--- src/rtl/pdiv_pkg.sv ---
package pdiv_pkg;

  typedef enum logic [2:0] {
    REF_FAST,
    REF_MID,
    REF_SLOW,
    REF_STOP,
    REF_HOLD
  } ref_mode_e;

  // Map the 3-bit select code onto a divider mode.
  function automatic ref_mode_e decode_ctl(input logic [2:0] code);
    ref_mode_e m;
    case (code)
      3'b000:         m = REF_FAST;
      3'b001:         m = REF_MID;
      3'b010:         m = REF_SLOW;
      3'b110, 3'b111: m = REF_HOLD;
      default:        m = REF_STOP;
    endcase
    return m;
  endfunction

endpackage

--- src/rtl/pdiv_prescale.sv ---
module pdiv_prescale
  import pdiv_pkg::*;
#(
  parameter int PRE_FAST = 64,
  parameter int PRE_MID  = 16
) (
  input  logic      clk,
  input  logic      rst_n,
  input  logic      ref_en,
  input  ref_mode_e mode,
  output logic      adv,
  output logic      dbl
);
  localparam int PRE_MAX = (PRE_FAST > PRE_MID) ? PRE_FAST : PRE_MID;
  localparam int CNT_W   = $clog2(PRE_MAX);

  logic [CNT_W-1:0] cnt_q;
  logic [CNT_W-1:0] lim;
  logic             counting;

  // Pick the terminal count for the selected reference.
  always_comb begin
    lim      = '0;
    counting = 1'b0;
    adv      = 1'b0;
    dbl      = 1'b0;
    case (mode)
      REF_FAST: begin lim = CNT_W'(PRE_FAST - 1); counting = 1'b1; end
      REF_MID:  begin lim = CNT_W'(PRE_MID - 1);  counting = 1'b1; end
      default:  ;
    endcase
    if (ref_en) begin
      if (counting) begin
        adv = (cnt_q >= lim);
      end else if (mode == REF_SLOW) begin
        adv = 1'b1;
        dbl = 1'b1;
      end
    end
  end

  always_ff @(posedge clk or negedge rst_n) begin
    if (!rst_n) begin
      cnt_q <= '0;
    end else if (mode == REF_HOLD) begin
      cnt_q <= '0;
    end else if (ref_en && counting) begin
      cnt_q <= adv ? '0 : cnt_q + 1'b1;
    end
  end

endmodule

--- src/rtl/pdiv_chain.sv ---
module pdiv_chain #(
  parameter int CHAIN_W = 16
) (
  input  logic               clk,
  input  logic               rst_n,
  input  logic               hold,
  input  logic               adv,
  input  logic               dbl,
  output logic [CHAIN_W-1:0] cnt_q,
  output logic [CHAIN_W-1:0] cnt_nxt,
  output logic               wrap
);
  localparam logic [CHAIN_W-1:0] HALF = {1'b1, {(CHAIN_W-1){1'b0}}};

  logic [CHAIN_W:0] sum;

  // Step of one or two counts, carry out marks a full second.
  assign sum = {1'b0, cnt_q} + {{(CHAIN_W-1){1'b0}}, dbl, ~dbl};

  always_comb begin
    cnt_nxt = cnt_q;
    wrap    = 1'b0;
    if (hold) begin
      cnt_nxt = HALF;
    end else if (adv) begin
      cnt_nxt = sum[CHAIN_W-1:0];
      wrap    = sum[CHAIN_W];
    end
  end

  always_ff @(posedge clk or negedge rst_n) begin
    if (!rst_n) cnt_q <= HALF;
    else        cnt_q <= cnt_nxt;
  end

endmodule

--- src/rtl/pdiv_tap.sv ---
module pdiv_tap #(
  parameter int CHAIN_W = 16,
  parameter int RATE_W  = 4
) (
  input  logic               clk,
  input  logic               rst_n,
  input  logic               adv,
  input  logic               wrap,
  input  logic [CHAIN_W-1:0] cnt_nxt,
  input  logic [RATE_W-1:0]  rate,
  input  logic               pie,
  input  logic               sqwe,
  output logic               sec_tick,
  output logic               per_evt,
  output logic               per_irq,
  output logic               sqw
);
  logic [CHAIN_W-1:0] mask;
  logic [RATE_W-1:0]  bit_sel;
  logic               rate_on;
  logic               hit;

  assign mask    = (CHAIN_W'(1) << rate) - CHAIN_W'(1);
  assign bit_sel = rate - 1'b1;
  assign rate_on = (rate != '0);
  assign hit     = adv && rate_on && ((cnt_nxt & mask) == '0);

  always_ff @(posedge clk or negedge rst_n) begin
    if (!rst_n) begin
      sec_tick <= 1'b0;
      per_evt  <= 1'b0;
      per_irq  <= 1'b0;
      sqw      <= 1'b0;
    end else begin
      sec_tick <= wrap;
      per_evt  <= hit;
      per_irq  <= hit && pie;
      sqw      <= sqwe && rate_on && cnt_nxt[bit_sel];
    end
  end


  irq_needs_evt_chk: assert property (@(posedge clk) disable iff (!rst_n)
    per_irq |-> per_evt);


  rate_off_quiet_chk: assert property (@(posedge clk) disable iff (!rst_n)
    (rate == '0) |=> (!per_evt && !sqw));


  sqw_off_chk: assert property (@(posedge clk) disable iff (!rst_n)
    !sqwe |=> !sqw);

endmodule

--- src/rtl/periodic_divider.sv ---
module periodic_divider
  import pdiv_pkg::*;
#(
  parameter int CHAIN_W  = 16,
  parameter int RATE_W   = 4,
  parameter int PRE_FAST = 64,
  parameter int PRE_MID  = 16
) (
  input  logic              clk,
  input  logic              rst_n,
  input  logic              ref_en,
  input  logic [2:0]        div_ctl,
  input  logic [RATE_W-1:0] rate_sel,
  input  logic              pie,
  input  logic              sqwe,
  output logic              sec_tick,
  output logic              per_evt,
  output logic              per_irq,
  output logic              sqw_out
);
  localparam logic [CHAIN_W-1:0] HALF = {1'b1, {(CHAIN_W-1){1'b0}}};

  ref_mode_e          mode;
  logic               hold;
  logic               adv;
  logic               dbl;
  logic               wrap;
  logic [CHAIN_W-1:0] chain_cnt;
  logic [CHAIN_W-1:0] chain_nxt;

  assign mode = decode_ctl(div_ctl);
  assign hold = (mode == REF_HOLD);

  pdiv_prescale #(.PRE_FAST(PRE_FAST), .PRE_MID(PRE_MID)) u_pre (
    .clk(clk), .rst_n(rst_n), .ref_en(ref_en), .mode(mode),
    .adv(adv), .dbl(dbl)
  );

  pdiv_chain #(.CHAIN_W(CHAIN_W)) u_chain (
    .clk(clk), .rst_n(rst_n), .hold(hold), .adv(adv), .dbl(dbl),
    .cnt_q(chain_cnt), .cnt_nxt(chain_nxt), .wrap(wrap)
  );

  pdiv_tap #(.CHAIN_W(CHAIN_W), .RATE_W(RATE_W)) u_tap (
    .clk(clk), .rst_n(rst_n), .adv(adv), .wrap(wrap), .cnt_nxt(chain_nxt),
    .rate(rate_sel), .pie(pie), .sqwe(sqwe),
    .sec_tick(sec_tick), .per_evt(per_evt), .per_irq(per_irq), .sqw(sqw_out)
  );

  logic [CHAIN_W-1:0] chk_mask;
  assign chk_mask = (CHAIN_W'(1) << rate_sel) - CHAIN_W'(1);


  hold_quiet_chk: assert property (@(posedge clk) disable iff (!rst_n)
    hold |=> (!per_evt && !sec_tick && !sqw_out && chain_cnt == HALF));


  stop_freeze_chk: assert property (@(posedge clk) disable iff (!rst_n)
    (mode == REF_STOP) |=> $stable(chain_cnt));


  ref_idle_chk: assert property (@(posedge clk) disable iff (!rst_n)
    (!ref_en && !hold) |=> $stable(chain_cnt));


  sec_wrap_chk: assert property (@(posedge clk) disable iff (!rst_n)
    sec_tick |-> (chain_cnt < CHAIN_W'(2)));


  evt_align_chk: assert property (@(posedge clk) disable iff (!rst_n)
    (per_evt && $stable(rate_sel)) |-> ((chain_cnt & chk_mask) == '0));

endmodule

--- config.mk ---
export PLATFORM = sky130hd
export DESIGN_NAME = periodic_divider
export DESIGN_NICKNAME = d
export VERILOG_FILES = /design/src/rtl/pdiv_pkg.sv /design/src/rtl/pdiv_prescale.sv /design/src/rtl/pdiv_chain.sv /design/src/rtl/pdiv_tap.sv /design/src/rtl/periodic_divider.sv
export SDC_FILE = /design/constraint.sdc
export NUM_CORES = 1
export LEC_CHECK = 0
export BUFFER_PORTS_ARGS = -buffer_cell sky130_fd_sc_hd__buf_2
export CAP_MARGIN = 20
export CORE_MARGIN = 8
export CORE_UTILIZATION = 40
export DETAILED_ROUTE_END_ITERATION = 7
export PLACE_DENSITY = 0.53
export SLEW_MARGIN = 20
export SYNTH_ARGS = -nofsm -noshare
export SYNTH_HDL_FRONTEND = slang
export SYNTH_SLANG_ARGS = --single-unit
--- constraint.sdc ---
create_clock -name clk -period 3.66 [get_ports clk]
set_input_delay 0.366 -clock clk [delete_from_list [all_inputs] [get_ports clk]]
set_output_delay 0.366 -clock clk [all_outputs]
set_load 0.05 [all_outputs]
# Word-level counts from Yosys, hierarchy flattened
# Cells that the tools add are included.
# Widths: inputs -> output; s select.
word_totals:
  register_bits: 26
  in_bits: 12
classes:
  addsub: 4
  n_lt_le_gt_ge: 2
  eq_ne: 7
  n_shift: 1
  muxes: 17
  bitwise: 2
  reduce_logical: 13
op_table:
  columns: ["operator", "n"]
  rows:
  - ["$mux 16", 2]
  - ["$mux 6", 3]
  - ["$add 16x2->17", 1]
  - ["$and 16x16->16", 1]
  - ["$logic_not 16->1", 1]
  - ["$shl 1x4->16 const A", 1]
  - ["$sub 16x2->16 const B", 1]
  - ["$pmux 3 s4", 1]
  - ["$pmux 6 s2", 1]
  - ["$eq 3x3->1 const B", 3]
  - ["$mux 1", 9]
  - ["$add 6x1->6 const B", 1]
  - ["$eq 3x1->1 const B", 2]
  - ["$eq 3x2->1 const B", 2]
  - ["$ge 6x6->1", 1]
  - ["$logic_and 1x1->1", 6]
  - ["$logic_not 3->1", 2]
  - ["$lt 4x5->1 const B", 1]
  - ["$bmux 1 s4", 1]
  - ["$reduce_bool 4->1", 1]
  - ["$reduce_or 2->1", 2]
  - ["$sub 4x1->4 const B", 1]
  - ["$reduce_bool 2->1", 1]
  - ["$not 1->1", 1]

# Longest topological paths before layout
# Gate-level depths: netlist (run 1).
logic_depth:
  word_depth: 16
  depth_mapped: 14
  mapped_depth_nobuf: 12

# Hierarchy
# Synthesis (run 1) repeated with hierarchy kept, for this count alone.
hier_totals:
  hier_cells: 243
  area_unflattened_um2: 2255.9
modules_own_cells:
  columns: ["module", "instances", "cells_each", "area_per_inst_um2"]
  rows:
  - ["pdiv_chain", 1, 88, 945.9]
  - ["pdiv_tap", 1, 106, 844.6]
  - ["pdiv_prescale", 1, 44, 427.9]
  - ["periodic_divider", 1, 5, 37.5]

# Worst setup path before layout (run 1)
# OpenSTA, ideal clock, no wires.
synth_path:
  path_kind: "input to register"
  startpoint: "input port div_ctl[2]"
  endpoint: "register u_tap.sqw"
  setup_ns: 0.138
  arrival_ns: 3.109
  required_time_ns: 3.522
  setup_slack_ns: 0.413
  path_stages: 12
  n_path_buf: 2
  cell_sequence: "buf_4 or3_1 ha_1 nand2_1 o21ai_1 o21ba_1 buf_6 o311a_1 or2_1 a211o_1 o311a_1 or4_1"
synth_between:
  elab_chain_len: 15
synth_rtl:
  columns: ["element", "line_no", "source"]
  rows:
  - ["start, declared", "periodic_divider.sv:12", "input logic [2:0] div_ctl,"]
  - ["$eq 3x3->1", "pdiv_pkg.sv:14", "case (code)"]
  - ["$reduce_or 2->1", "pdiv_pkg.sv:14", null]
  - ["$pmux 3 s4 (*)", "pdiv_pkg.sv:14", null]
  - ["$eq 3x1->1 or $logic_not 3->1 (tied branches)", "pdiv_prescale.sv:27", "case (mode)"]
  - ["$reduce_or 2->1 (no source line)", null, null]
  - ["$mux 1", "pdiv_prescale.sv:27", null]
  - ["$mux 1", "pdiv_prescale.sv:33", "if (counting) begin"]
  - ["$mux 1", "pdiv_prescale.sv:32", "if (ref_en) begin"]
  - ["$not 1->1", "pdiv_chain.sv:18", "assign sum = {1'b0, cnt_q} + {{(CHAIN_W-1){1'b0}}, dbl, ~dbl};"]
  - ["$add 16x2->17", "pdiv_chain.sv:18", null]
  - ["$mux 16", "pdiv_chain.sv:25", "end else if (adv) begin"]
  - ["$mux 16 (*)", "pdiv_chain.sv:23", "if (hold) begin"]
  - ["named net chain_nxt[5]", "periodic_divider.sv:29", "logic [CHAIN_W-1:0] chain_nxt;"]
  - ["$bmux 1 s4 (*)", "pdiv_tap.sv:38", "sqw <= sqwe && rate_on && cnt_nxt[bit_sel];"]
  - ["$mux 1 (implied by the code) (*)", "pdiv_tap.sv:38", null]
  - ["$logic_and 1x1->1 (*)", "pdiv_tap.sv:38", null]
  - ["end signal, assigned", "pdiv_tap.sv:38", null]
  - ["end, declared", "pdiv_tap.sv:16", "output logic sqw"]
# The timed path passes the listed nets; every way through them passes the cells marked *. The select of a mux whose other input is x is not followed.
# A chain may end at the register's enable or synchronous reset.

# Worst setup path after layout (run 1)
layout_path:
  startpoint: "input port div_ctl[2]"
  endpoint: "register u_tap.per_irq"
layout_between:
  elab_chain_len: 16
layout_rtl:
  columns: ["element", "line_no", "source"]
  rows:
  - ["$eq 3x3->1", "pdiv_pkg.sv:14", null]
  - ["$reduce_or 2->1", "pdiv_pkg.sv:14", null]
  - ["$pmux 3 s4 (*)", "pdiv_pkg.sv:14", null]
  - ["$eq 3x1->1 or $logic_not 3->1 (tied branches)", "pdiv_prescale.sv:27", null]
  - ["$reduce_or 2->1 (no source line)", null, null]
  - ["$mux 1", "pdiv_prescale.sv:27", null]
  - ["$mux 1", "pdiv_prescale.sv:33", null]
  - ["$mux 1", "pdiv_prescale.sv:32", null]
  - ["$not 1->1", "pdiv_chain.sv:18", null]
  - ["$add 16x2->17", "pdiv_chain.sv:18", null]
  - ["$mux 16", "pdiv_chain.sv:25", null]
  - ["$mux 16", "pdiv_chain.sv:23", null]
  - ["$and 16x16->16", "pdiv_tap.sv:26", "assign hit = adv && rate_on && ((cnt_nxt & mask) == '0);"]
  - ["$logic_not 16->1", "pdiv_tap.sv:26", null]
  - ["$logic_and 1x1->1 (*)", "pdiv_tap.sv:26", null]
  - ["$logic_and 1x1->1 (*)", "pdiv_tap.sv:37", "per_irq <= hit && pie;"]
  - ["end signal, assigned", "pdiv_tap.sv:37", null]
  - ["end, declared", "pdiv_tap.sv:15", "output logic per_irq,"]
# Mark *: on every way between the ends. The rest lies on a longest branch, timed or not.

==> impl_metrics.csv, run 1 <==
group,metric,value,unit
power,vdd_ir_drop_max,151,uV
yosys,synthFlopType,"dfrtp_1",
detailed_routing,drt-initial-drc-count,87,
clock_network,cts.path.max_buffers,2,
power,switchingPower,0.221,mW
power,p_leak,1.22,nW
die,die_area,8970,um2
clock_network,postCtsSetupRepairBufs,0,
final_layout,postLayoutCoreUtil,45.9,%
die,start_util,41.6,%
clock_network,cts_tree,"yes",
clock_network,cts_buffers,3,
sta,timing.final.crit_share,90.8,%
global_route,grt_pass1_vias,2335,
power,switching_share,32.5,%
worst_hold_path,hold_path_class,"input pin to asynchronous set/reset pin",
sta,setup-tns-final,0,ps
yosys,yosysTopAreaCell,"dfrtp_1",
critical_path,r2r_start,"u_pre.cnt_q[5]",
yosys,yosysSeqAreaShare,26.3,%
clock_network,root_buffer,"clkbuf_8",
flow_run,cap_violations,0,
yosys,ys_ff_latch,26,
final_layout,drive_gt1_share,13.4,%
sta,finalHoldViolations,0,
clock_network,clk_latency,280,ps
yosys,syn_inst,309,
sta,skew,8.15,ps
sta,final-setup-viol-count,0,
yosys,netlist.area_leader.share,25.3,%
detailed_routing,num_vias,2444,
yosys,synth_cell_types,68,
sta,fmax,301,MHz
die,ios,16,
critical_path,crit_family,"simple AND/OR/NAND/NOR gates",
place,port_buffers,15,
final_layout,syn2layout_area_growth,10.3,%
global_route,grt_start_max_net_pins,27,
status,status,"finished clean",
die,die_h,94.7,um
critical_path,crit_chain,"buf_2 -> or3_1 -> ha_1 -> a2111oi_4 -> o21ai_1 -> o21ba_1 -> nor4_1 -> xnor2_1 -> o311ai_0 -> or4_1 -> nor3_1",
critical_path,crit_arrival,3520,ps
yosys,synth_edf_count,0,
global_route,grt_pass1_wl,11700,um
place,hpwlAfterDp,5570,um
critical_path,start_kind,"input pin",
detailed_routing,drc,0,
detailed_routing,drt_pass1_iterations,4,
sta,worstMarginPinSlew,816,ps
power,power_density,249,nW/um2
clock_network,clkTransAtPathRegs,100,ps
final_layout,finalNetCount,358,
yosys,syn-num-nets,338,
die,rows,28,
critical_path,r2r_cells,9,
critical_path,ff2ff_setup_slack,480,ps
sta,relSlewSlack,45.6,%
critical_path,worst-endpoint-required,3860,ps
yosys,synthTopCellsByCount,"nor2_1, nand2_1, dfrtp_1, o21ai_0, ha_1",
final_layout,diodes,0,
critical_path,cpMaxStageDelayCell,"or4_1",
final_layout,multi_input_area,1690,um2
critical_path,worstReg2RegEnd,"u_tap.per_irq",
final_layout,fillers,620,
detailed_routing,routed_wirelength,7060,um
place,place_congestion,0.946,
yosys,synth_area_leaders,"dfrtp_1, ha_1, nor2_1",
die,core,5960,um2
detailed_routing,via_per_inst,6.06,
detailed_routing,wl_per_cell,17.5,um
final_layout,regArea,652,um2
critical_path,path_class,"input pin to flop",
yosys,yosysMostFrequentCell,"nor2_1",
clock_network,holdBufCountCts,0,
die,fp.dieW,94.7,um
power,pwr-share-clk,28.5,%
global_route,grt_use_total,16.4,%
critical_path,path_buf_inv,1,
sta,drv_slew,0,
power,combPwrFrac,27.6,%
yosys,ys_warn_count,0,
critical_path,cp_max_fo,15,
clock_network,htreeDepth,1,
critical_path,end_kind,"flop",
global_route,grt.overflow.total,0,
yosys,syn_area,2480,um2
power,internal-power,0.459,mW
detailed_routing,ant_nets,0,
clock_network,cts_resized,0,
sta,layout_min_cycle_time,3320,ps
global_route,antenna_found_initial,0,
sta,grt_setup_unrepaired,"no",
power,seqPwrFrac,43.9,%
critical_path,max_stage_delay,580,ps
clock_network,numClockSinks,26,
yosys,ys_async_sr_fraction,100,%
yosys,syn_area_per_cell,8.02,um2
## sequential cells by signal, indices dropped and copies added, names as in the netlist
name	flops
u_chain.cnt_q	16
u_tap.per_irq	1
u_pre.cnt_q	6
u_tap.per_evt	1
u_tap.sqw	1
u_tap.sec_tick	1
## layout by cell type, fill, tap and decap left out, types with 6 or more instances in the layout
| master | netlist | routed |
|---|---|---|
| a21oi_1 | 15 | 15 |
| and2_1 | 7 | 7 |
| buf_2 | 0 | 15 |
| buf_4 | 1 | 15 |
| dfrtp_1 | 25 | 25 |
| ha_1 | 16 | 16 |
| inv_1 | 13 | 13 |
| nand2_1 | 33 | 33 |
| nand3_1 | 8 | 8 |
| nand4_1 | 8 | 8 |
| nor2_1 | 37 | 37 |
| nor3_1 | 8 | 8 |
| nor4_1 | 9 | 9 |
| o21ai_0 | 18 | 18 |
| or3_1 | 6 | 6 |
| xor2_1 | 8 | 8 |
## metrics by stage
step	instance area [um2]	hold WS (ps)	power, mW	cells	setup WS [ps]
CTS	2730	105	0.682	403	348
global route	2730	125	0.720	403	113
floorplan	2480	70.4	0.433	309	413
global placement	2680	418	0.492	399	79.2
detailed placement	2680	406	0.491	399	62.9
finish	2730	79.1	0.680	403	336
## power groups by stage
stage / sequential (mW) / clock (mW) / combinational (mW)
final: 0.299 / 0.194 / 0.187
after CTS: 0.299 / 0.196 / 0.188
after detailed placement: 0.304 / 0 / 0.187
after global routing: 0.299 / 0.211 / 0.210
after floorplan: 0.308 / 0 / 0.125
after global placement: 0.304 / 0 / 0.187
## per-layer routing
layer	vias up	GRT usage (%)	wire length [um]	share of wire, %
met4	0	6.37	174	2.5
met1	1172	21.7	3340	47
met3	14	0.952	285	4.0
met5	-	0	0	0
li1	1184	-	-	-
met2	74	27.2	3260	46
## worst max-delay path by stage
| stage | start | cells after the start | endpoint | slack [ps] |
|---|---|---|---|---|
| after floorplan | div_ctl[2] | 12 | u_tap.sqw | 410 |
| after global routing | div_ctl[2] | 11 | u_tap.sqw | 110 |
| after detailed placement | div_ctl[2] | 11 | u_tap.sqw | 60 |
| after CTS | div_ctl[2] | 11 | u_tap.sqw | 350 |
| after global placement | div_ctl[2] | 11 | u_tap.sqw | 80 |
| final | div_ctl[2] | 11 | u_tap.per_irq | 340 |
## area by class of cell
class,instances,share of cell area (%)
well taps,75,3.44
multi-input cells,255,62.0
flip-flops and latches,26,23.9
inverters,13,1.79
clock buffers,4,2.02
repair buffers,30,6.87
## kinds of logic (layout without fill, tap and decap cells)
logic type | Yosys count | after routing | share of synthesized area, %
and+or+nand+nor | 141 | 141 | 28.8
AOI/OAI and AO/OA | 78 | 78 | 23.0
buffers and inverters | 28 | 47 | 5.30
xor gates and xnor gates | 12 | 12 | 4.24
adders and majority gates | 17 | 17 | 8.89
DFF | 26 | 26 | 26.3
muxes | 7 | 7 | 3.43
Note: power is estimated with default switching activity, not from simulation.
==> run 2: changes to the inputs <==
PLACE_DENSITY = 0.55   (was 0.53)
clock period = 3.04 ns   (was 3.66 ns; I/O delays follow)
==> run 2 against run 1 <==
  * Sequential power grew 20%
  * Setup slack lost 250 ps
  * Clock power grew 54%
  * Sequential cell count is the same
==> impl_metrics.csv, run 2 (synthesis results as in run 1) <==
group,metric,value,unit
status,status,"finished clean",
power,internal-power,0.646,mW
sta,layout_min_cycle_time,2960,ps
die,die_h,94.7,um
final_layout,regArea,652,um2
flow_run,cap_violations,0,
detailed_routing,wl_per_cell,17.4,um
critical_path,end_kind,"flop",
die,die_area,8970,um2
final_layout,fillers,586,
critical_path,crit_arrival,3110,ps
detailed_routing,routed_wirelength,7750,um
place,hpwlAfterDp,5860,um
clock_network,clk_latency,280,ps
critical_path,crit_chain,"buf_2 -> or3_4 -> ha_4 -> nand4_1 -> o21ba_4 -> buf_4 -> o311ai_4 -> buf_4 -> a21oi_1 -> a211o_1 -> o311a_1 -> or4_1",
sta,fin_ws,83.9,ps
critical_path,path_buf_inv,3,
clock_network,clkTransAtPathRegs,100,ps
power,vdd_ir_drop_max,195,uV
final_layout,layout_commonest_cell,"buf_4",
critical_path,cpMostUsedCell,"buf_4",
final_layout,fin_area,3140,um2
final_layout,diodes,0,
sta,worstMarginPinSlew,634,ps
final_layout,postLayoutCoreUtil,52.6,%
final_layout,largest_reg_flops,16,
clock_network,numClockSinks,26,
die,core,5960,um2
critical_path,crit_family,"simple AND/OR/NAND/NOR gates",
final_layout,drive_gt1_share,25.9,%
power,seqPwrFrac,38.3,%
place,placedCellCount,436,
clock_network,htreeDepth,1,
detailed_routing,drt_pass1_iterations,4,
final_layout,finalNetCount,400,
final_layout,final_cells,445,
global_route,grt.overflow.total,0,
clock_network,cts.path.max_buffers,2,
clock_network,holdBufCountCts,0,
power,pwr-share-clk,31.8,%
power,switchingPower,0.292,mW
final_layout,multi_input_area,1770,um2
final_layout,regMostFlops,"u_chain.cnt_q",
sta,grt_setup_unrepaired,"yes",
power,switching_share,31.1,%
final_layout,final_cell_mix,"buf_4, nor2_1, nand2_1, dfrtp_1, o21ai_0",
critical_path,worst-endpoint-required,3190,ps
detailed_routing,via_per_inst,5.80,
sta,final-setup-viol-count,0,
clock_network,root_buffer,"clkbuf_8",
detailed_routing,drt-initial-drc-count,155,
critical_path,path_class,"input pin to flop",
power,p_leak,1.43,nW
sta,finalHoldViolations,0,
global_route,grt_start_max_net_pins,27,
critical_path,start_kind,"input pin",
clock_network,cts_tree,"yes",
die,start_util,41.6,%
critical_path,cpMaxStageDelayCell,"or4_1",
final_layout,top_regs,"u_chain.cnt_q (16), u_pre.cnt_q (6)",
power,power,0.938,mW
die,rows,28,
detailed_routing,drc,0,
worst_hold_path,hold_path_class,"input pin to asynchronous set/reset pin",
detailed_routing,ant_nets,0,
critical_path,max_stage_delay,480,ps
global_route,antenna_found_initial,0,
global_route,grt_pass1_vias,2449,
power,combPwrFrac,29.9,%
sta,drv_slew,0,
global_route,grt_use_total,17.4,%
global_route,grt_pass1_wl,12500,um
sta,timing.hold.ws,28.2,ps
sta,setup-tns-final,0,ps
power,power_density,299,nW/um2
clock_network,cts_buffers,3,
place,port_buffers,15,
place,pre_cts_ws,-354,ps
die,fp.dieW,94.7,um
critical_path,cp_max_fo,6,
place,place_congestion,0.920,
detailed_routing,num_vias,2583,
final_layout,syn2layout_area_growth,26.6,%
die,ios,16,
sta,timing.final.crit_share,97.2,%
sta,fmax,338,MHz
place,dpl_cell_area,2990,um2
sta,relSlewSlack,57.8,%
sta,skew,4.80,ps
-- run 2: cell types whose count changed in the layout (fill, tap and decap cells not counted), sizes merged --
cell	previous run	this run
o21ba	1	2
bufinv	0	1
clkbuf	4	3
buf	30	71
-- run 2: power by group through the flow --
| stage | registers (mW) | logic [mW] | clock network (mW) |
|---|---|---|---|
| 6_report | 0.359 | 0.281 | 0.298 |
| 5_1_grt | 0.360 | 0.306 | 0.318 |
| 4_1_cts | 0.359 | 0.266 | 0.309 |
| 3_5_place_dp | 0.366 | 0.264 | 0 |
| 3_3_place_gp | 0.366 | 0.263 | 0 |
| 2_1_floorplan | 0.371 | 0.153 | 0 |
-- run 2: layout make-up --
type                            count  share of cell area, %
Multi-Input combinational cell    256                   56.6
Sequential cell                    26                   20.8
Timing Repair Buffer               71                   15.8
Tap cell                           75                   2.99
Inverter                           13                   1.56
Clock buffer                        3                   1.32
Clock inverter                      1                  0.958
-- run 2: worst paths after layout --
check / from / end / slack, ps / cells after the start
worst max-delay path: div_ctl[0] / u_tap.sqw / 80 / 12
worst min-delay path: rst_n / u_chain.cnt_q[2] / 30 / 1
worst max register to register: u_pre.cnt_q[0] / u_tap.per_irq / 160 / 11
worst min register to register: u_chain.cnt_q[15] / u_tap.sec_tick / 520 / 2
max in group asynchronous: rst_n / u_chain.cnt_q[7] / 2590 / 1
min in group clk: pie / u_tap.per_irq / 240 / 3
-- run 2: worst reg2reg max path: stages (launching register included) --
cell,delay [ps]
dfrtp_1,350
inv_1,50
ha_1,260
nand2b_1,110
a21oi_2,90
buf_4,150
o21bai_2,270
nand3_2,210
a221o_1,320
a2111o_1,390
or4_1,440
nor3_1,180
-- run 2: layer usage --
layer | vias to the layer above | wire length (um) | global-route usage [%] | share of wire, %
li1 | 1264 | - | - | -
met1 | 1239 | 3710 | 23.2 | 48
met2 | 68 | 3540 | 27.7 | 46
met3 | 12 | 348 | 2.86 | 4.5
met4 | 0 | 154 | 6.37 | 2.0
met5 | - | 0 | 0 | 0
-- run 2: timing repair --
item | CTS | global route
gates cloned | 0 | 1
gates resized for setup | 1 | 7
pin swaps | 0 | 4
buffers inserted | 0 | 4
endpoints found under the setup margin | 2 | 3
